`src/rtl/pllseq.sv`:
```
module pllseq #(
  parameter int NSRC    = 4,
  parameter int FAC_W   = 5,
  parameter int FREQ_W  = 5,
  parameter int MIN_MHZ = 10
) (
  input  logic                     clk,
  input  logic                     rst_n,
  input  logic                     wr_en,
  input  logic [1:0]               wr_addr,
  input  logic [7:0]               wr_data,
  input  logic [1:0]               rd_addr,
  output logic [7:0]               rd_data,
  input  logic [NSRC-1:0]          ref_stable,
  input  logic                     lock,
  input  logic [FREQ_W-1:0]        ref_mhz,
  output logic [NSRC-1:0]          ref_en,
  output logic [FAC_W-1:0]         mul_factor,
  output logic [$clog2(NSRC)-1:0]  ref_sel,
  output logic                     mul_en,
  output logic                     ready,
  output logic                     cfg_err
);
  localparam int SEL_W  = $clog2(NSRC);
  localparam int PROD_W = FAC_W + FREQ_W;

  logic [NSRC-1:0]  sel_oh;
  logic [FAC_W-1:0] wr_fac;
  logic [SEL_W-1:0] wr_sel;
  logic [PROD_W-1:0] f_out;

  assign sel_oh = NSRC'(1) << ref_sel;
  assign wr_fac = wr_data[FAC_W-1:0];
  assign wr_sel = wr_data[FAC_W +: SEL_W];
  assign f_out  = PROD_W'(ref_mhz) * PROD_W'(mul_factor);

  always_ff @(posedge clk) begin
    if (!rst_n) begin
      ref_en     <= NSRC'(1);
      mul_factor <= FAC_W'(1);
      ref_sel    <= '0;
      mul_en     <= 1'b0;
    end else if (wr_en) begin
      case (wr_addr)
        2'd0: ref_en <= wr_data[NSRC-1:0] | (mul_en ? sel_oh : '0);
        2'd1: if (!mul_en && wr_fac != '0) begin
                mul_factor <= wr_fac;
                ref_sel    <= wr_sel;
              end
        2'd2: if (!wr_data[0] || ref_en[ref_sel]) mul_en <= wr_data[0];
        default: ;
      endcase
    end
  end

  assign ready   = mul_en & ref_en[ref_sel] & ref_stable[ref_sel] & lock;
  assign cfg_err = f_out < PROD_W'(MIN_MHZ);

  always_comb begin
    case (rd_addr)
      2'd0:    rd_data = 8'(ref_en);
      2'd1:    rd_data = 8'({ref_sel, mul_factor});
      2'd2:    rd_data = 8'(mul_en);
      default: rd_data = {4'b0, ref_stable[ref_sel], lock, cfg_err, ready};
    endcase
  end
endmodule


```
`config.mk`:
```
export PLATFORM = sky130hd
export DESIGN_NAME = pllseq
export DESIGN_NICKNAME = d
export VERILOG_FILES = /design/src/rtl/pllseq.sv
export SDC_FILE = /design/constraint.sdc
export NUM_CORES = 1
export LEC_CHECK = 0
export BUFFER_PORTS_ARGS = -buffer_cell sky130_fd_sc_hd__buf_2
export CAP_MARGIN = 20
export CORE_ASPECT_RATIO = 1.25
export CORE_MARGIN = 4
export CORE_UTILIZATION = 45
export CTS_BUF_LIST = sky130_fd_sc_hd__clkbuf_16
export DETAILED_ROUTE_END_ITERATION = 8
export GPL_ROUTABILITY_DRIVEN = 1
export GPL_TIMING_DRIVEN = 1
export HOLD_SLACK_MARGIN = 0.06
export PLACE_DENSITY_LB_ADDON = 0.25
export SLEW_MARGIN = 30
export SYNTH_ARGS = -nofsm -noshare
export SYNTH_HDL_FRONTEND = slang
export SYNTH_SLANG_ARGS = --single-unit
```
`constraint.sdc`:
```
create_clock -name clk -period 10.95 [get_ports clk]
set_clock_uncertainty 0.05 [all_clocks]
set_input_delay 2.19 -clock clk [delete_from_list [all_inputs] [get_ports clk]]
set_output_delay 2.19 -clock clk [all_outputs]
set_load 0.02 [all_outputs]
```
==> results of run 1 <==
## cell families (layout without fill, tap and decap cells)
| family | Yosys count | after routing | share of synthesized area [%] |
|---|---|---|---|
| simple gates | 62 | 62 | 24.91 |
| compound gates | 32 | 32 | 14.72 |
| fa+ha+maj | 27 | 27 | 28.22 |
| buf+inv | 18 | 61 | 5.052 |
| flops | 12 | 12 | 16.72 |
| mux | 9 | 9 | 8.885 |
| xor+xnor | 2 | 2 | 1.220 |
| other cells | 1 | 1 | 0.2611 |
## cell type report
cell class / instances / share of cell area, %
Timing Repair Buffer: 44 / 12.54
Multi-Input combinational cell: 133 / 63.96
Clock inverter: 1 / 0.2137
Inverter: 13 / 2.778
Sequential cell: 12 / 13.68
Clock buffer: 3 / 4.274
Tap cell: 36 / 2.564
## critical path, delay by kind of cell
family          cells  cell delay, ps
fa+ha+maj           4            1910
compound gates      2             340
buf+inv             3             330
simple gates        3             980
xor+xnor            1             230
## power groups by stage
stage / registers, W / clock network [W] / logic (W)
after floorplan: 0.0000507 / 0 / 0.0000270
after global placement: 0.0000496 / 0 / 0.0000417
after detailed placement: 0.0000497 / 0 / 0.0000432
after CTS: 0.0000489 / 0.0000685 / 0.0000435
after global routing: 0.0000493 / 0.0000720 / 0.0000482
final: 0.0000489 / 0.0000675 / 0.0000429
## worst max path at each step
| stage | startpoint | depth (start not counted) | slack (ps) | end |
|---|---|---|---|---|
| 3_5_place_dp | ref_mhz[1] | 13 | 2720 | rd_data[1] |
| 4_1_cts | ref_mhz[1] | 13 | 2720 | rd_data[1] |
| 3_3_place_gp | ref_mhz[0] | 13 | 2810 | rd_data[1] |
| 5_1_grt | ref_mhz[0] | 13 | 2500 | rd_data[1] |
| 2_1_floorplan | ref_mhz[0] | 11 | 2880 | rd_data[1] |
| 6_report | ref_mhz[1] | 13 | 2740 | rd_data[1] |
## state kept, by name (all words and copies together) (netlist names)
| signal | flops |
|---|---|
| mul_en | 1 |
| ref_en | 4 |
| ref_sel | 2 |
| mul_factor | 5 |
## per-layer routing
layer / share of wire (%) / global-route usage (%) / vias to the layer above
met3: 5.5 / 3.102 / 7
met2: 54 / 34.04 / 34
li1: - / - / 659
met1: 38 / 20.29 / 633
met5: 0 / 0 / -
met4: 2.2 / 10.05 / 0
## stage by stage
stage / area (µm²) / std cells
floorplan: 1436 / 163
global placement: 1678 / 238
detailed placement: 1678 / 238
CTS: 1757 / 242
global route: 1757 / 242
finish: 1757 / 242
## cell usage after synthesis (2+ instances only)
cell type and number:
sky130_fd_sc_hd__or4_1 2, sky130_fd_sc_hd__a21oi_1 5, sky130_fd_sc_hd__a21boi_1 2, sky130_fd_sc_hd__nor2b_1 5, sky130_fd_sc_hd__o21ai_0 7, sky130_fd_sc_hd__clkbuf_1 3, sky130_fd_sc_hd__a22oi_1 2, sky130_fd_sc_hd__inv_1 13
sky130_fd_sc_hd__fa_1 9, sky130_fd_sc_hd__ha_1 18, sky130_fd_sc_hd__a31oi_1 4, sky130_fd_sc_hd__dfxtp_1 12, sky130_fd_sc_hd__xnor2_1 2, sky130_fd_sc_hd__and2_1 19, sky130_fd_sc_hd__nor2_1 3, sky130_fd_sc_hd__mux2i_1 6
sky130_fd_sc_hd__o21ai_1 2, sky130_fd_sc_hd__nand2b_1 5, sky130_fd_sc_hd__nand2_1 16, sky130_fd_sc_hd__mux4_2 3, sky130_fd_sc_hd__nand3_1 6
==> out/metrics.sh, run 1 <==
RUN_STATUS='finished, final reports clean'
REGISTER_AREA_SHARE_AFTER_SYNTHESIS_PCT=16.72
TIMING.CRITICAL_PATH.CELLS='buf_2 -> nand2_1 -> fa_1 -> fa_1 -> fa_1 -> inv_1 -> ha_1 -> xnor2_1 -> o2111ai_1 -> or4_1 -> nor4_2 -> a31o_1 -> buf_2'
DRT_ITER0_MARKERS=41
GRT_ANTENNA_BEFORE_REPAIR=0
MOST-COMMON-LAYOUT-CELLS='44 x sky130_fd_sc_hd__buf_2, 19 x sky130_fd_sc_hd__and2_1, 18 x sky130_fd_sc_hd__ha_1, 16 x sky130_fd_sc_hd__nand2_1, 13 x sky130_fd_sc_hd__inv_1'
DRT-VIAS-PER-INSTANCE=5.508
DRT_PRE_ANTENNA_ITERS=4
POWER_LEAKAGE_nW=0.8961
TIMING.HOLD.WORST_ENDPOINT='mul_factor[4]$_SDFFE_PN0P_'
CRITPATHMAXSTAGEDELAY_PS=550
CTS_MADE_BUFFERS=3
POWER.SEQUENTIAL.FRACTION_PCT=30.7
YS_WARN_COUNT=0
NUMBER_OF_ENABLE_FLIP_FLOP_CELLS_AFTER_SYNTHESIS=0
GLOBAL_ROUTE.USAGE.TOTAL_PCT=18.86
SYNTHCELLS=163
SHARE_OF_TOTAL_POWER_IN_THE_CLOCK_NETWORK_PCT=42.4
N_FILL_CELL=286
LAYOUT.AREA.SEQ_UM2=240.2
POSTSYNTH.TOPFLOPCELL='sky130_fd_sc_hd__dfxtp_1'
TRITONCTS='yes'
INITIAL_UTILIZATION_PCT=47.87
LARGEST_NET_DEGREE_AT_THE_START_OF_GLOBAL_ROUTING=13
PLACEMENT.IO_BUFFERS=44
GRT_OVERFLOW=0
WHS_PATH_DEPTH=2
CTS.REPORTEDPATHS.CLKPINSLEW_PS=40
MOST_AREA_HUNGRY_CELL_TYPE_IN_THE_YOSYS_NETLIST='sky130_fd_sc_hd__dfxtp_1'
RR_WORST_DEPTH=4
POSTROUTEANTENNANETS=0
REGISTER_TO_REGISTER_SETUP_SLACK_PS=9330
NUMCLOCKSINKS=12
NET_COUNT_FINAL=259
SYNTHDOMINANTCELLAREASHARE_PCT=16.72
COMBPWRFRAC_PCT=26.9
DRT-WIRELENGTH-PER-CELL_UM=14.34
CRIT_SLOWEST_CELL='sky130_fd_sc_hd__fa_1'
CP.ARRIVAL_PS=5970
CELLINTERNALPOWER_W=0.0001126
FIN_WS_PS=2738
HOLDWS_PS=507.2
FLOW.AREA_GROWTH_FROM_SYNTHESIS_PCT=22.30
REPORT.POWER.TOTAL_W=0.0001592
GP_CONGESTION=0.8323
HOLD_START='mul_factor[4]$_SDFFE_PN0P_'
POWER.NET_SWITCHING_W=0.00004662
POST-ROUTE-PERIOD-UTIL_PCT=74.99
MULTI_INPUT_AREA_UM2=1124
WORSTHOLDPATHTYPE='reg -> reg'
FINALHOLDVIOLATIONS=0
HPWLAFTERDP_UM=2926
DESIGN.CORE.AREA_UM2=3000
CRITPATHMOSTFREQUENTCELL='sky130_fd_sc_hd__fa_1'
CTSRESIZECOUNT=0
CTS.PATH.MAX_BUFFERS=2
ACHIEVABLE-FREQUENCY_GHz=0.1218
FINAL_LAYOUT_SIZE_SUFFIX_GT1_SHARE_PCT=26.21
FINAL_SETUP_VIOLATION_COUNT=0
WORSTREG2REGEND='mul_factor[3]$_SDFFE_PN0P_'
TOP_LEVEL_PORTS=47
POST-ROUTE-UTIL_PCT=58.55
CP-START-KIND='input port'
YOSYS_REGISTER_BITS=12
PLACEMENT_STAGE_WORST_SETUP_SLACK_PS=2720
POST_SYNTH_MAIN_AREA_CONTRIBUTORS='sky130_fd_sc_hd__dfxtp_1 17%, sky130_fd_sc_hd__ha_1 16%, sky130_fd_sc_hd__fa_1 13%'
POWERDENSITY_nW_PER_UM2=90.64
MAXIMUM_FANOUT_ALONG_THE_WORST_PATH=5
CRITICAL_PATH.REG2REG.STARTPOINT='mul_en$_SDFFE_PN0P_'
DR_TOTAL_VIAS=1333
TOTAL_WIRE_LENGTH_UM=3471
SW_FRAC_OF_TOTAL_PCT=29.28
GRT_PASS1_WL_UM=6120
CTSHTREEMAXLEVEL=1
DIE_HEIGHT_UM=71.17
CAP_VIOL_MAX_COUNT=0
PATH_CLASS='in -> out'
CTS.HOLD.BUFFERS_ADDED=0
SLEW_LIMIT_FAILS=0
RSZ_0062_RAISED_AFTER_GLOBAL_ROUTING='false'
SHARE_OF_ASYNC_SETTABLE_OR_ASYNC_RESETTABLE_FLOPS_AFTER_SYNTHESIS_PCT=0
CTS_SETUP_BUFFERS=0
CTS_ROOT_BUFFER='sky130_fd_sc_hd__clkbuf_16'
FINAL_ANTENNA_DIODE_COUNT=0
FINAL_COMMON_CELL='sky130_fd_sc_hd__buf_2'
VDD_DROP_MAX_mV=0.1229
NETLIST_AREA_UM2=1436
CLOCK_LATENCY_PS=240
HEADROOM_TO_THE_MAX_SLEW_LIMIT_PCT=51.51
SYN_NETS=215
SETUP.WORST_PATH.END_CLASS='primary output'
TOTAL_DIE_AREA_UM2=4165
DIE_X_UM=58.53
YOSYSUNIQUECELLTYPES=40
WORST-ENDPOINT-REQUIRED_PS=8710
DRC=0
NUM_ROWS=22
AVGSYNTHCELLAREA_UM2=8.812
PERIOD_NEEDED_PS=8212
TIMING_WORST_SLEW_PIN_VALUE_PS=725.7
FIRST_GLOBAL_VIAS=1424
SETUP_TNS_PS=0
Note: power is estimated with default switching activity, not from simulation.
==> run 2, diff against run 1 <==
clock period = 7.95 ns   (was 10.95 ns; I/O delays follow)
==> out/metrics.sh, run 2 (synthesis results as in run 1) <==
CTS_MADE_BUFFERS=3  # unchanged
CTS.PATH.MAX_BUFFERS=2  # unchanged
GP_CONGESTION=0.8164  # was 0.8323
GRT_ANTENNA_BEFORE_REPAIR=0  # unchanged
WORSTHOLDPATHTYPE='reg -> reg'  # unchanged
FINALHOLDVIOLATIONS=0  # unchanged
FINAL_SETUP_VIOLATION_COUNT=0  # unchanged
DR_TOTAL_VIAS=1341  # was 1333
DRT_ITER0_MARKERS=55  # was 41
FLOW.AREA_GROWTH_FROM_SYNTHESIS_PCT=22.30  # unchanged
RSZ_0062_RAISED_AFTER_GLOBAL_ROUTING='false'  # unchanged
LAYOUTNONFILLERINSTCOUNT=242  # unchanged
CTSRESIZECOUNT=0  # unchanged
TRITONCTS='yes'  # unchanged
PLACEMENT_STAGE_WORST_SETUP_SLACK_PS=909.6  # was 2720 ps
CAP_VIOL_MAX_COUNT=0  # unchanged
VDD_DROP_MAX_mV=0.1507  # was 0.1229 mV
SLEW_LIMIT_FAILS=0  # unchanged
RUN_STATUS='finished, final reports clean'  # unchanged
CRITPATHMOSTFREQUENTCELL='sky130_fd_sc_hd__fa_1'  # unchanged
NET_COUNT_FINAL=259  # unchanged
GRT_PASS1_WL_UM=6072  # was 6120 µm
WORST-ENDPOINT-REQUIRED_PS=6310  # was 8710 ps
LAYOUT.AREA.SEQ_UM2=240.2  # unchanged
CTS.HOLD.BUFFERS_ADDED=0  # unchanged
HEADROOM_TO_THE_MAX_SLEW_LIMIT_PCT=51.98  # was 51.51%
PLACEMENT.IO_BUFFERS=44  # unchanged
CTS_ROOT_BUFFER='sky130_fd_sc_hd__clkbuf_16'  # unchanged
REG_TOP3='mul_factor (5), ref_en (4), ref_sel (2)'  # unchanged
POST-ROUTE-UTIL_PCT=58.55  # unchanged
WHS_PATH_DEPTH=2  # unchanged
CRITPATHMAXSTAGEDELAY_PS=550  # about the same
POWERDENSITY_nW_PER_UM2=124.0  # was 90.64 nW/µm²
CRIT_SLOWEST_CELL='sky130_fd_sc_hd__fa_1'  # unchanged
FIN_WS_PS=969.1  # was 2738 ps
MULTI_INPUT_AREA_UM2=1124  # unchanged
DRT-VIAS-PER-INSTANCE=5.541  # was 5.508
TIMING_WORST_SLEW_PIN_VALUE_PS=718.7  # was 725.7 ps
ACHIEVABLE-FREQUENCY_GHz=0.1432
DR_WL_MET2_UM=1829  # was 1883 µm
RR_WORST_DEPTH=4  # unchanged
TIMING.CRITICAL_PATH.CELLS='buf_2 -> nand2_1 -> fa_1 -> fa_1 -> fa_1 -> inv_1 -> ha_1 -> xnor2_1 -> o2111ai_1 -> or4_1 -> nor4_2 -> a31o_1 -> buf_2'  # unchanged
TOP_LAYER='met4'  # unchanged
SETUP.WORST_PATH.END_CLASS='primary output'  # unchanged
DRT_PRE_ANTENNA_ITERS=5  # was 4
PATH_CLASS='in -> out'  # unchanged
TOP_LEVEL_PORTS=47  # unchanged
ROUTEDLENGTHMET1_UM=1418  # was 1318 µm
DRT-WIRELENGTH-PER-CELL_UM=14.33  # was 14.34 µm
NUM_ROWS=22  # unchanged
HOLD_START='mul_factor[1]$_SDFFE_PN0P_'  # was mul_factor[4]$_SDFFE_PN0P_
CRITICAL_PATH.REG2REG.STARTPOINT='mul_en$_SDFFE_PN0P_'  # unchanged
DESIGN.CORE.AREA_UM2=3000  # unchanged
FINAL_ANTENNA_DIODE_COUNT=0  # unchanged
INITIAL_UTILIZATION_PCT=47.87  # unchanged
MOST-COMMON-LAYOUT-CELLS='44 x sky130_fd_sc_hd__buf_2, 19 x sky130_fd_sc_hd__and2_1, 18 x sky130_fd_sc_hd__ha_1, 16 x sky130_fd_sc_hd__nand2_1, 13 x sky130_fd_sc_hd__inv_1'  # unchanged
CRITPATHTOPFAMILY='adder cells'  # unchanged
DP.CELLS=238  # unchanged
DIE_X_UM=58.53  # unchanged
HPWLAFTERDP_UM=2892  # was 2926 µm
CP.ARRIVAL_PS=5340  # was 5970 ps
TOTAL_DIE_AREA_UM2=4165  # unchanged
MET3_LENGTH_UM=149  # was 192 µm
SETUP_TNS_PS=0  # unchanged
TOTAL_WIRE_LENGTH_UM=3467  # was 3471 µm
N_FILL_CELL=281  # was 286
FINAL_COMMON_CELL='sky130_fd_sc_hd__buf_2'  # unchanged
GLOBAL_ROUTE.USAGE.TOTAL_PCT=18.00  # was 18.86%
CP-START-KIND='input port'  # unchanged
CTSHTREEMAXLEVEL=1  # unchanged
PERIOD_NEEDED_PS=6981
REGISTER_TO_REGISTER_SETUP_SLACK_PS=6310  # was 9330 ps
LARGEST_NET_DEGREE_AT_THE_START_OF_GLOBAL_ROUTING=13  # unchanged
NUMCLOCKSINKS=12  # unchanged
WORSTREG2REGEND='mul_factor[3]$_SDFFE_PN0P_'  # unchanged
CRITICAL_PATH_BUF_INV_COUNT=3  # unchanged
DRC=0  # unchanged
CLOCK_LATENCY_PS=240  # about the same
LARGEST_REGISTER_BY_FLOP_COUNT='mul_factor'  # unchanged
DIE_HEIGHT_UM=71.17  # unchanged
FIRST_GLOBAL_VIAS=1362  # was 1424
TIMING.HOLD.WORST_ENDPOINT='mul_factor[1]$_SDFFE_PN0P_'  # was mul_factor[4]$_SDFFE_PN0P_
FINAL_LAYOUT_SIZE_SUFFIX_GT1_SHARE_PCT=26.21  # unchanged
CTS_SETUP_BUFFERS=0  # unchanged
MAXIMUM_FANOUT_ALONG_THE_WORST_PATH=5  # unchanged
LARGEST_REG_FLOPS=5  # unchanged
POWER_LEAKAGE_nW=0.8961  # unchanged
POSTROUTEANTENNANETS=0  # unchanged
CTS.REPORTEDPATHS.CLKPINSLEW_PS=40  # about the same
POST-ROUTE-PERIOD-UTIL_PCT=87.81
GRT_OVERFLOW=0  # unchanged
==> run 2: cell counts in the layout (fill, tap and decap cells not counted) <==
No cell type changed its count.
==> run 2: metrics by stage <==
stage               hold slack (ps)  cell area, µm²  power (W)
finish                        497.6            1757  0.0002179
global route                  541.9            1757  0.0002310
CTS                           507.0            1757  0.0002197
detailed placement            505.9            1678  0.0001278
global placement              494.2            1678  0.0001256
floorplan                     531.1            1436  0.0001070
==> run 2: layout make-up <==
cell class,count,area share [%]
clock buffers,3,4.274
clock inverters,1,0.2137
multi-input cells,133,63.96
repair buffers,44,12.54
well taps,36,2.564
inverters,13,2.778
flip-flops and latches,12,13.68
==> run 2: routing by layer <==
metal,global-route usage [%],vias to the layer above
li1,-,659
met1,22.28,632
met2,31.68,42
met3,1.460,8
met4,6.701,0
met5,0,-
==> run 2: how the worst max path moves through the flow <==
stage	to	from	slack, ps	cells past startpoint
after floorplan	rd_data[1]	ref_mhz[0]	1080	11
after detailed placement	rd_data[1]	ref_mhz[0]	910	13
after CTS	rd_data[1]	ref_mhz[0]	920	13
after global routing	rd_data[1]	ref_mhz[0]	720	13
after global placement	rd_data[1]	ref_mhz[0]	1020	13
final	rd_data[1]	ref_mhz[1]	970	13
==> run 2: power by group <==
part           switching (W)  internal [W]
registers         0.00000449     0.0000630
clock network      0.0000247     0.0000661
logic              0.0000337     0.0000259
total              0.0000630      0.000155
==> run 2: worst min-delay path: cells and delay by family (launching register included) <==
kind	cells	cell delay [ps]
AND/OR/NAND/NOR	1	80
flip-flops	1	360
AO/OA/AOI/OAI	1	50
